==> config.mk <==
export PLATFORM = sky130hd
export DESIGN_NAME = vintr_engine
export DESIGN_NICKNAME = d
export VERILOG_FILES = /design/src/rtl/vintr_pkg.sv /design/src/rtl/vintr_msb_scan.sv /design/src/rtl/vintr_ppr.sv /design/src/rtl/vintr_icr_check.sv /design/src/rtl/vintr_engine.sv
export SDC_FILE = /design/constraint.sdc
export NUM_CORES = 2
export LEC_CHECK = 0
export ABC_AREA = 1
export BUFFER_PORTS_ARGS = -buffer_cell sky130_fd_sc_hd__clkbuf_2
export CORE_ASPECT_RATIO = 1.5
export CORE_MARGIN = 2
export CORE_UTILIZATION = 37
export DETAILED_ROUTE_END_ITERATION = 7
export MAX_ROUTING_LAYER = met4
export PLACE_DENSITY = 0.65
export SLEW_MARGIN = 5
export SYNTH_ARGS = -nofsm -noshare
export SYNTH_HDL_FRONTEND = slang
export SYNTH_SLANG_ARGS = --single-unit
==> constraint.sdc <==
create_clock -name clk_i -period 5.1 [get_ports clk_i]
set_input_delay 0.51 -clock clk_i [delete_from_list [all_inputs] [get_ports clk_i]]
set_output_delay 0.51 -clock clk_i [all_outputs]
set_load 0.02 [all_outputs]
==> src/rtl/vintr_pkg.sv <==
package vintr_pkg;
  typedef enum logic [2:0] {
    OP_DELIVER   = 3'd0,
    OP_EOI       = 3'd1,
    OP_SELF_IPI  = 3'd2,
    OP_TPR_WR    = 3'd3,
    OP_ICR_LO_WR = 3'd4,
    OP_ICR_HI_WR = 3'd5
  } vi_op_e;

  typedef enum logic [1:0] {
    EXIT_NONE    = 2'd0,
    EXIT_TPR_THR = 2'd1,
    EXIT_VEOI    = 2'd2,
    EXIT_APIC_WR = 2'd3
  } vi_exit_e;

  localparam logic [11:0] QUAL_EOI    = 12'h0B0;
  localparam logic [11:0] QUAL_ICR_LO = 12'h300;
  localparam logic [31:0] ICR_RSV_MASK = 32'hFFF3_B700;
endpackage

==> src/rtl/vintr_msb_scan.sv <==
module vintr_msb_scan #(
  parameter int NBITS = 256,
  parameter int WORD  = 32,
  localparam int IW   = $clog2(NBITS),
  localparam int BW   = $clog2(WORD),
  localparam int NW   = NBITS / WORD
) (
  input  logic [NBITS-1:0] vec_i,
  output logic [IW-1:0]    top_o
);
  logic [NW-1:0] nz;
  logic [BW-1:0] msb_w [NW];

  for (genvar w = 0; w < NW; w++) begin : g_word
    assign nz[w] = |vec_i[w*WORD +: WORD];
    always_comb begin
      msb_w[w] = '0;
      for (int b = 0; b < WORD; b++)
        if (vec_i[w*WORD + b]) msb_w[w] = BW'(b);
    end
  end

  // higher words override lower ones
  always_comb begin
    top_o = '0;
    for (int w = 0; w < NW; w++)
      if (nz[w]) top_o = IW'(w * WORD) | IW'(msb_w[w]);
  end
endmodule

==> src/rtl/vintr_ppr.sv <==
module vintr_ppr #(
  parameter int VW = 8
) (
  input  logic [VW-1:0] tpr_i,
  input  logic [VW-1:0] svi_i,
  output logic [VW-1:0] ppr_o
);
  always_comb begin
    if (tpr_i[VW-1:4] >= svi_i[VW-1:4]) ppr_o = tpr_i;
    else                                ppr_o = {svi_i[VW-1:4], 4'h0};
  end
endmodule

==> src/rtl/vintr_icr_check.sv <==
module vintr_icr_check
  import vintr_pkg::*;
(
  input  logic [31:0] icr_i,
  input  logic        vid_en_i,
  output logic        ok_o
);
  always_comb begin
    ok_o = vid_en_i && ((icr_i & ICR_RSV_MASK) == 32'h0) &&
           (icr_i[19:18] == 2'b01) && (icr_i[7:0] >= 8'd16);
  end
endmodule

==> src/rtl/vintr_engine.sv <==
module vintr_engine
  import vintr_pkg::*;
#(
  parameter int VW   = 8,
  parameter int WORD = 32,
  localparam int NVEC = 1 << VW
) (
  input  logic            clk_i,
  input  logic            rst_ni,
  input  logic            cmd_valid_i,
  input  logic [2:0]      cmd_op_i,
  input  logic [31:0]     cmd_data_i,
  input  logic            vid_en_i,
  input  logic            intwin_exit_i,
  input  logic [3:0]      tpr_thresh_i,
  input  logic [NVEC-1:0] eoi_exit_map_i,
  output logic            busy_o,
  output logic            done_o,
  output logic            pending_o,
  output logic [VW-1:0]   rvi_o,
  output logic [VW-1:0]   svi_o,
  output logic [VW-1:0]   vtpr_o,
  output logic [VW-1:0]   vppr_o,
  output logic [31:0]     icr_hi_o,
  output logic            dlv_valid_o,
  output logic [VW-1:0]   dlv_vector_o,
  output logic            exit_valid_o,
  output logic [1:0]      exit_kind_o,
  output logic [11:0]     exit_qual_o
);
  logic [NVEC-1:0] irr_q, isr_q;
  logic [VW-1:0]   rvi_q, svi_q, vtpr_q, vppr_q, vec_q, dlv_vec_q;
  logic [31:0]     icr_hi_q;
  logic            busy_q, done_q, pend_q, vid_q, icr_ok_q, dlv_q, exit_q;
  logic [1:0]      exit_kind_q;
  logic [11:0]     exit_qual_q;
  vi_op_e          op_q, op_in;

  logic            accept, icr_ok;
  logic [VW-1:0]   irr_top, isr_top, ppr_tpr, ppr_svi, ppr_new, rvi_max;

  assign op_in  = vi_op_e'(cmd_op_i);
  assign accept = cmd_valid_i && !busy_q;

  vintr_icr_check u_icr (.icr_i(cmd_data_i), .vid_en_i(vid_en_i), .ok_o(icr_ok));

  vintr_msb_scan #(.NBITS(NVEC), .WORD(WORD)) u_irr_scan (.vec_i(irr_q), .top_o(irr_top));
  vintr_msb_scan #(.NBITS(NVEC), .WORD(WORD)) u_isr_scan (.vec_i(isr_q), .top_o(isr_top));

  // task-priority write uses the new TPR with the current SVI; EOI uses the new SVI
  assign ppr_tpr = (op_q == OP_TPR_WR) ? vec_q : vtpr_q;
  assign ppr_svi = (op_q == OP_TPR_WR) ? svi_q : isr_top;
  vintr_ppr #(.VW(VW)) u_ppr (.tpr_i(ppr_tpr), .svi_i(ppr_svi), .ppr_o(ppr_new));

  assign rvi_max = (vec_q >= rvi_q) ? vec_q : rvi_q;

  function automatic logic eval_pend(input logic [VW-1:0] r, input logic [VW-1:0] p);
    return !intwin_exit_i && (r[VW-1:4] > p[VW-1:4]);
  endfunction

  // stage 1: array update and command capture
  always_ff @(posedge clk_i or negedge rst_ni) begin
    if (!rst_ni) begin
      irr_q    <= '0;
      isr_q    <= '0;
      busy_q   <= 1'b0;
      op_q     <= OP_DELIVER;
      vec_q    <= '0;
      vid_q    <= 1'b0;
      icr_ok_q <= 1'b0;
    end else begin
      busy_q <= accept;
      if (accept) begin
        op_q     <= op_in;
        vid_q    <= vid_en_i;
        icr_ok_q <= icr_ok;
        vec_q    <= cmd_data_i[VW-1:0];
        unique case (op_in)
          OP_DELIVER: begin
            irr_q[rvi_q] <= 1'b0;
            isr_q[rvi_q] <= 1'b1;
            vec_q        <= rvi_q;
          end
          OP_EOI: begin
            if (vid_en_i) isr_q[svi_q] <= 1'b0;
            vec_q <= svi_q;
          end
          OP_SELF_IPI: irr_q[cmd_data_i[VW-1:0]] <= 1'b1;
          OP_ICR_LO_WR: if (icr_ok) irr_q[cmd_data_i[VW-1:0]] <= 1'b1;
          OP_ICR_HI_WR: vec_q <= cmd_data_i[31:24];
          default: ;
        endcase
      end
    end
  end

  // stage 2: scan results, priorities, pending and exits
  always_ff @(posedge clk_i or negedge rst_ni) begin
    if (!rst_ni) begin
      done_q      <= 1'b0;
      rvi_q       <= '0;
      svi_q       <= '0;
      vtpr_q      <= '0;
      vppr_q      <= '0;
      pend_q      <= 1'b0;
      icr_hi_q    <= '0;
      dlv_q       <= 1'b0;
      dlv_vec_q   <= '0;
      exit_q      <= 1'b0;
      exit_kind_q <= EXIT_NONE;
      exit_qual_q <= '0;
    end else begin
      done_q <= busy_q;
      dlv_q  <= 1'b0;
      exit_q <= 1'b0;
      if (busy_q) begin
        unique case (op_q)
          OP_DELIVER: begin
            svi_q     <= vec_q;
            vppr_q    <= {vec_q[VW-1:4], 4'h0};
            rvi_q     <= irr_top;
            pend_q    <= 1'b0;
            dlv_q     <= 1'b1;
            dlv_vec_q <= vec_q;
          end
          OP_EOI: begin
            if (vid_q) begin
              svi_q  <= isr_top;
              vppr_q <= ppr_new;
              if (eoi_exit_map_i[vec_q]) begin
                exit_q      <= 1'b1;
                exit_kind_q <= EXIT_VEOI;
                exit_qual_q <= 12'(vec_q);
              end else begin
                pend_q <= eval_pend(rvi_q, ppr_new);
              end
            end else begin
              exit_q      <= 1'b1;
              exit_kind_q <= EXIT_APIC_WR;
              exit_qual_q <= QUAL_EOI;
            end
          end
          OP_SELF_IPI: begin
            rvi_q  <= rvi_max;
            pend_q <= eval_pend(rvi_max, vppr_q);
          end
          OP_TPR_WR: begin
            vtpr_q <= vec_q;
            if (vid_q) begin
              vppr_q <= ppr_new;
              pend_q <= eval_pend(rvi_q, ppr_new);
            end else if (vec_q[VW-1:4] < tpr_thresh_i) begin
              exit_q      <= 1'b1;
              exit_kind_q <= EXIT_TPR_THR;
              exit_qual_q <= '0;
            end
          end
          OP_ICR_LO_WR: begin
            if (icr_ok_q) begin
              rvi_q  <= rvi_max;
              pend_q <= eval_pend(rvi_max, vppr_q);
            end else begin
              exit_q      <= 1'b1;
              exit_kind_q <= EXIT_APIC_WR;
              exit_qual_q <= QUAL_ICR_LO;
            end
          end
          OP_ICR_HI_WR: icr_hi_q <= {vec_q, 24'h0};
          default: ;
        endcase
      end
    end
  end

  assign busy_o       = busy_q;
  assign done_o       = done_q;
  assign pending_o    = pend_q;
  assign rvi_o        = rvi_q;
  assign svi_o        = svi_q;
  assign vtpr_o       = vtpr_q;
  assign vppr_o       = vppr_q;
  assign icr_hi_o     = icr_hi_q;
  assign dlv_valid_o  = dlv_q;
  assign dlv_vector_o = dlv_vec_q;
  assign exit_valid_o = exit_q;
  assign exit_kind_o  = exit_kind_q;
  assign exit_qual_o  = exit_qual_q;
endmodule


Word level (Yosys, flattened, before mapping):

Index checks and enable logic that the tools add are counted.

* reduce and logical (&&, ||, !) cells: 47
* eq/ne operators: 21
* multiplexer cells: 561
* order comparisons: 13
* bitwise gates (word level): 6

Operator list (count)
* 2-to-1 mux 5 bit: 286
* one-hot mux 256 bit (3 select lines): 1
* bitwise AND 256 bit: 2
* 2-to-1 mux 256 bit: 2
* inverter 256 bit: 2
* OR 256 bit: 2
* one-hot mux 256 bit (2 select lines): 1
* OR reduction 32 bit: 16
* 2-to-1 mux 4 bit: 112
* 2-to-1 mux 3 bit: 56
* 2-to-1 mux 8 bit: 15
* 2-to-1 mux 2 bit: 33
* 2-to-1 mux 12 bit: 5
* one-hot mux 8 bit (3 select lines): 2
* less-than comparator 8 x 9 -> 1 bit (second input constant): 4
* one-hot mux 12 bit (3 select lines): 1
* zero test 32 bit: 1
* 2-to-1 mux 1 bit: 32
* one-hot mux 8 bit (2 select lines): 2
* 2-to-1 mux 7 bit: 4
* demux 1 bit (select 8 bit): 3
* greater-or-equal comparator 8 x 1 -> 1 bit (second input constant): 3
* inequality test 2 bit (second input constant): 8
* AND reduction 3 bit: 5
* 25 further kinds: 50

* input bits: 300
* bits in registers: 592
* logic and storage cells: 667
* output and inout port bits: 91

Longest topological paths before layout:

* depth in word-level cells: 47
* gate-level depth with buffers: 41
* mapped depth without buffers: 41

Modules after synthesis:

From an unflattened synthesis, not the netlist that was laid out.

* cell total of the unflattened synthesis: 5131
* area, all modules: 35006.1 µm²

By module, submodules not included
* vintr_engine: area an instance 27930.5 µm², seq. area each 14739.1 µm², times used 1, cells an instance 3392
* vintr_msb_scan: area an instance 3368.2 µm², seq. area each 0.0 µm², times used 2, cells an instance 835
* vintr_ppr: area an instance 226.5 µm², seq. area each 0.0 µm², times used 1, cells an instance 40
* vintr_icr_check: area an instance 112.6 µm², seq. area each 0.0 µm², times used 1, cells an instance 29

Worst setup path before layout:

OpenSTA, ideal clock, no wires.

* path kind: register to register
* from: register isr_q[37]
* to: register pend_q, in the netlist pending_o
* required time: 4.990 ns
* clock period less this slack: 3.998 ns
* arrival: 3.888 ns
* path buffers: 1
* library setup time: 0.110 ns
* stages on the path, launching flop included: 29
* slack: 1.102 ns
* path through: dfrtp_1 -> nor2_1 -> nand3_1 -> nor4_1 -> nand3_1 -> inv_1 -> a21oi_1 -> o2111ai_1 -> o211ai_1 -> nand2_1 -> a21oi_1 -> o21ai_0 -> nand2_1 -> nand2_1 -> nand2_1 -> o21ai_0 -> ha_1 -> inv_1 -> a21boi_0 -> o21ai_0 -> nand2_1 -> a21oi_1 -> buf_1 -> o21ai_0 -> ha_1 -> nand2_1 -> o21ai_0 -> a31oi_1 -> o41ai_1

* longest elaborated chain between the ends: 16
* elaborated cells between the ends (all ways): 17
* those cells by class: order compare (2); mux (13); reduce/logical (2)

Ends and longest elaborated chain
* start: declaration: line vintr_engine.sv:31 `logic [NVEC-1:0] irr_q, isr_q;`
* start signal: assignment: line vintr_engine.sv:65 `isr_q <= '0;`
* start signal: indexed assignment: line vintr_engine.sv:81 `isr_q[rvi_q] <= 1'b1;`
* start signal: indexed assignment: line vintr_engine.sv:85 `if (vid_en_i) isr_q[svi_q] <= 1'b0;`
* OR reduction 32 bit (*): line vintr_msb_scan.sv:15 `assign nz[w] = |vec_i[w*WORD +: WORD];`
* 2-to-1 mux 6 bit (*): line vintr_msb_scan.sv:27 `if (nz[w]) top_o = IW'(w * WORD) | IW'(msb_w[w]);`
* 2-to-1 mux 7 bit (*) (2 in series): line vintr_msb_scan.sv:27
* 2-to-1 mux 8 bit (*) (4 in series): line vintr_msb_scan.sv:27
* 2-to-1 mux 8 bit (*): line vintr_engine.sv:52 `assign ppr_svi = (op_q == OP_TPR_WR) ? svi_q : isr_top;`
* greater-or-equal comparator 4 bit: line vintr_ppr.sv:9 `if (tpr_i[VW-1:4] >= svi_i[VW-1:4]) ppr_o = tpr_i;`
* 2-to-1 mux 8 bit (*): line vintr_ppr.sv:9
* greater-than comparator 4 bit (*): line vintr_engine.sv:58 `return !intwin_exit_i && (r[VW-1:4] > p[VW-1:4]);`
* logical AND 1 bit (*): line vintr_engine.sv:58
* 2-to-1 mux 1 bit: line vintr_engine.sv:130 `if (eoi_exit_map_i[vec_q]) begin`
* 2-to-1 mux 1 bit: line vintr_engine.sv:127 `if (vid_q) begin`
* one-hot mux 1 bit (5 select lines) (*): line vintr_engine.sv:117 `unique case (op_q)`
* end signal: assignment: line vintr_engine.sv:135 `pend_q <= eval_pend(rvi_q, ppr_new);`
* end signal: assignment: line vintr_engine.sv:145 `pend_q <= eval_pend(rvi_max, vppr_q);`
* end signal: assignment: line vintr_engine.sv:151 `pend_q <= eval_pend(rvi_q, ppr_new);`
* end: declaration: line vintr_engine.sv:34 `logic busy_q, done_q, pend_q, vid_q, icr_ok_q, dlv_q, exit_q;`

Every way passes the cells marked *; elsewhere a longest branch is shown, timed or not. The select of a mux whose other input is x is not followed.
A chain may end at the register's enable or synchronous reset.

Worst setup path after layout:

* from: register isr_q[69]
* to: register pend_q, in the netlist pending_o

* longest elaborated chain between the ends: 15
* elaborated cells between the ends (all ways): 16
* those cells by class: order compare (2); mux (12); reduce/logical (2)

Ends and longest elaborated chain (line)
* OR reduction 32 bit (*): vintr_msb_scan.sv:15
* 2-to-1 mux 7 bit (*) (2 in series): vintr_msb_scan.sv:27
* 2-to-1 mux 8 bit (*) (4 in series): vintr_msb_scan.sv:27
* 2-to-1 mux 8 bit (*): vintr_engine.sv:52
* greater-or-equal comparator 4 bit: vintr_ppr.sv:9
* 2-to-1 mux 8 bit (*): vintr_ppr.sv:9
* greater-than comparator 4 bit (*): vintr_engine.sv:58
* logical AND 1 bit (*): vintr_engine.sv:58
* 2-to-1 mux 1 bit: vintr_engine.sv:130
* 2-to-1 mux 1 bit: vintr_engine.sv:127
* one-hot mux 1 bit (5 select lines) (*): vintr_engine.sv:117

Marked as above.

==> impl_metrics.env <==
export IMPL_status="finished clean"
export IMPL_r2r_start="isr_q[69]$_DFFE_PN0P_"
export IMPL_hold_depth=2
export IMPL_cts_tree="yes"
export IMPL_antenna_found_initial=11
export IMPL_clockPowerShare_pct=28.4
export IMPL_synth_edff_count=0
export IMPL_grt_use_total_pct=34.4
export IMPL_ys_seq_area_share_pct=42.6
export IMPL_worstMarginPinSlew_ps=1290
export IMPL_initial_core_util_pct=37.3
export IMPL_grt_setup_unrepaired="no"
export IMPL_viasPerCell=5.85
export IMPL_report_power_total_mw=15.9
export IMPL_maxSlewHeadroom_pct=13.7
export IMPL_clockBufferDepth=3
export IMPL_synth_most_common_cell="nor2_1"
export IMPL_hp_class="input pin to flop"
export IMPL_critical_path_slowest_cell="dfrtp_1"
export IMPL_hold_path_end="pending_o$_DFFE_PN0P_"
export IMPL_route_detailed_drc=0
export IMPL_synth_cell_types=52
export IMPL_ff2ff_setup_slack_ps=410
export IMPL_cts_setup_buffers=0
export IMPL_power_density_nw_per_um2=396
export IMPL_synth_top_cell_area_share_pct=42.6
export IMPL_dr_first_iter_drc_count=4351
export IMPL_syn_to_final_growth_pct=16.1
export IMPL_slew_violations=0
export IMPL_clock_skew_ps=40.9
export IMPL_fin_crit_ps=4690
export IMPL_drive_gt1_share_pct=12.8
export IMPL_crit_arrival_ps=5210
export IMPL_grt_start_max_net_pins=190
export IMPL_num_rows=137
export IMPL_synth_warnings=0
export IMPL_p_leak_nw=18.4
export IMPL_path_max_fanout=6
export IMPL_die_h_um=378
export IMPL_wl_met2_um=75000
export IMPL_syn_cell_area_sq_um=34600
export IMPL_power_switching_mw=6.78
export IMPL_comb_power_share_pct=35.5
export IMPL_numCtsBuffers=56
export IMPL_htree_levels=2
export IMPL_hpwl_um=121000
export IMPL_min_from="intwin_exit_i"
export IMPL_critical_path_most_common_cell="nand2_1"
export IMPL_place_gp_congestion=1.07
export IMPL_reg2reg_depth=29
export IMPL_avgSynthCellArea_sq_um=7.27
export IMPL_ys_top_cells_by_area="dfrtp_1 (43%), nor2_1 (8.7%), nand2_1 (8.2%), inv_1 (6.0%), a21oi_1 (4.9%)"
export IMPL_power_share_sequential_pct=36.1
export IMPL_ant_nets=0
export IMPL_pin_count=391
export IMPL_post_route_util_pct=43.3
export IMPL_synthFlopType="dfrtp_1"
export IMPL_root_buffer="clkbuf_16"
export IMPL_internal_power_mw=9.13
export IMPL_critPathLaunchType="flop"
export IMPL_fin_tns_setup_ps=0
export IMPL_hold_viol=0
export IMPL_grt_pass1_vias=35619
export IMPL_met3_length_um=14400
export IMPL_topRoutingLayerUsed="met4"
export IMPL_yosysTopAreaCell="dfrtp_1"
export IMPL_vias=37294
export IMPL_swShare_pct=42.6
export IMPL_worstPathRequired_ps=5610
export IMPL_design_core_area_sq_um=92700
export IMPL_path_class="flop to flop"
export IMPL_cts_sinks=588
export IMPL_timing_final_crit_share_pct=92.0
export IMPL_cap_viol_max_count=0
export IMPL_finalNetCount=5387
export IMPL_dieArea_sq_um=96000
export IMPL_async_flop_share_pct=100
export IMPL_routedWlPerCell_um=25.7
export IMPL_die_w_um=254
export IMPL_max_freq_mhz=213
export IMPL_r2r_end="pending_o$_DFFE_PN0P_"
export IMPL_synthCells=4755
export IMPL_grt_pass1_wl_um=234000
export IMPL_clkLatencyLatePin_ps=680
export IMPL_max_stage_delay_ps=390
export IMPL_numPortBuffers=362
export IMPL_synth_commonest_cells="nor2_1 (799), nand2_1 (758), dfrtp_1 (588), inv_1 (556), a21oi_1 (339)"
export IMPL_ys_ff_latch=588
export IMPL_dr_pass1_iters=6
export IMPL_clk_pin_slew_worst_paths_ps=70
export IMPL_setup_viol=0
export IMPL_crit_path_end_kind="flop"
export IMPL_drt_met1_wl_um=55900
export IMPL_irDropWorstVdd_uv=297
export IMPL_grt_overflow_total=0
export IMPL_wl_um=164000
==> timing repair <==
| item | 4_1_cts | 5_1_grt |
|---|---|---|
| setup endpoints to repair | 0 | 1 |
| hold endpoints to repair | 64 | 0 |
| resized for setup | 0 | 7 |
| hold buffers | 1 | 0 |
==> flip-flops by register name, summed over array words and instances (netlist names) <==
| name | cells |
|---|---|
| vid_q | 1 |
| icr_ok_q | 1 |
| done_o | 1 |
| busy_o | 1 |
| isr_q | 255 |
| exit_qual_o | 9 |
| vec_q | 8 |
| exit_kind_o | 2 |
| rvi_o | 8 |
| op_q | 3 |
| dlv_valid_o | 1 |
| dlv_vector_o | 8 |
| exit_valid_o | 1 |
| icr_hi_o | 8 |
| irr_q | 256 |
| pending_o | 1 |
| svi_o | 8 |
| vppr_o | 8 |
| vtpr_o | 8 |
==> power groups by stage <==
stage	logic, mW	clock network, mW	registers, mW
2_1_floorplan	2.92	0	5.77
3_3_place_gp	5.44	0	5.79
3_5_place_dp	5.45	0	5.80
4_1_cts	5.48	4.54	5.72
5_1_grt	6.02	4.69	5.77
6_report	5.64	4.52	5.74
==> cell type report <==
type	count	area [sq um]
multi-input combinational	3349	16800
clock inverter	24	264
clock buffer	81	1640
timing repair buffer	503	3020
antenna	12	30.0
fill	9490	52600
inverter	566	2140
sequential	588	14700
tap	1251	1570
==> cells in the final DEF (no fill, tap or decap), types with 47 or more instances in the layout <==
cell type  synthesis  final
a21boi_0          90     90
a21oi_1          339    339
a22oi_1           47     47
a31oi_1          173    173
a41oi_1           98     98
buf_4             31    129
clkbuf_16          0     57
clkbuf_2           0    361
dfrtp_1          588    586
inv_1            556    555
nand2_1          758    757
nand3_1          139    139
nor2_1           799    783
nor3_1           116    110
o21ai_0          338    336
o21ai_1           57     58
o22ai_1          163    163
==> routing by layer <==
metal | vias up | GRT usage, %
li1 | 16759 | -
met1 | 17627 | 35.6
met2 | 2143 | 54.7
met5 | - | -
met3 | 765 | 7.14
met4 | 0 | 31.7
==> worst max-delay path by stage <==
stage	start	slack [ps]	end
2_1_floorplan	isr_q[37]$_DFFE_PN0P_	1100	pending_o$_DFFE_PN0P_
3_3_place_gp	isr_q[37]$_DFFE_PN0P_	310	pending_o$_DFFE_PN0P_
3_5_place_dp	isr_q[37]$_DFFE_PN0P_	370	pending_o$_DFFE_PN0P_
4_1_cts	isr_q[48]$_DFFE_PN0P_	300	pending_o$_DFFE_PN0P_
5_1_grt	isr_q[51]$_DFFE_PN0P_	30	pending_o$_DFFE_PN0P_
6_report	isr_q[69]$_DFFE_PN0P_	410	pending_o$_DFFE_PN0P_
==> through the flow <==
stage | worst slack, ps | hold WS (ps) | instances | instance area (sq um)
after CTS | 297 | 95.2 | 6362 | 40100
final | 409 | 101 | 6374 | 40100
after global placement | 313 | 466 | 6256 | 38200
after detailed placement | 367 | 473 | 6256 | 38200
after floorplan | 1100 | 214 | 4780 | 34700
after global routing | 31.4 | 101 | 6373 | 40100
==> cells by family after synthesis <==
group,after synthesis,synth area share [%]
simple gates,1869,21.7
fa+ha+maj,23,0.832
flops,588,42.6
buf+inv,843,9.72
other cells,1,0.0108
compound gates,1431,25.1
==> worst max-delay path: cells and delay by family, from the launching register on <==
| family | cells | cell delay, ps |
|---|---|---|
| adder cells (fa/ha/maj) | 2 | 570 |
| flip-flops | 1 | 390 |
| buffers and inverters | 4 | 510 |
| AO/OA/AOI/OAI | 13 | 1860 |
| AND/OR/NAND/NOR | 10 | 1190 |
Note: power is estimated with default switching activity, not from simulation.
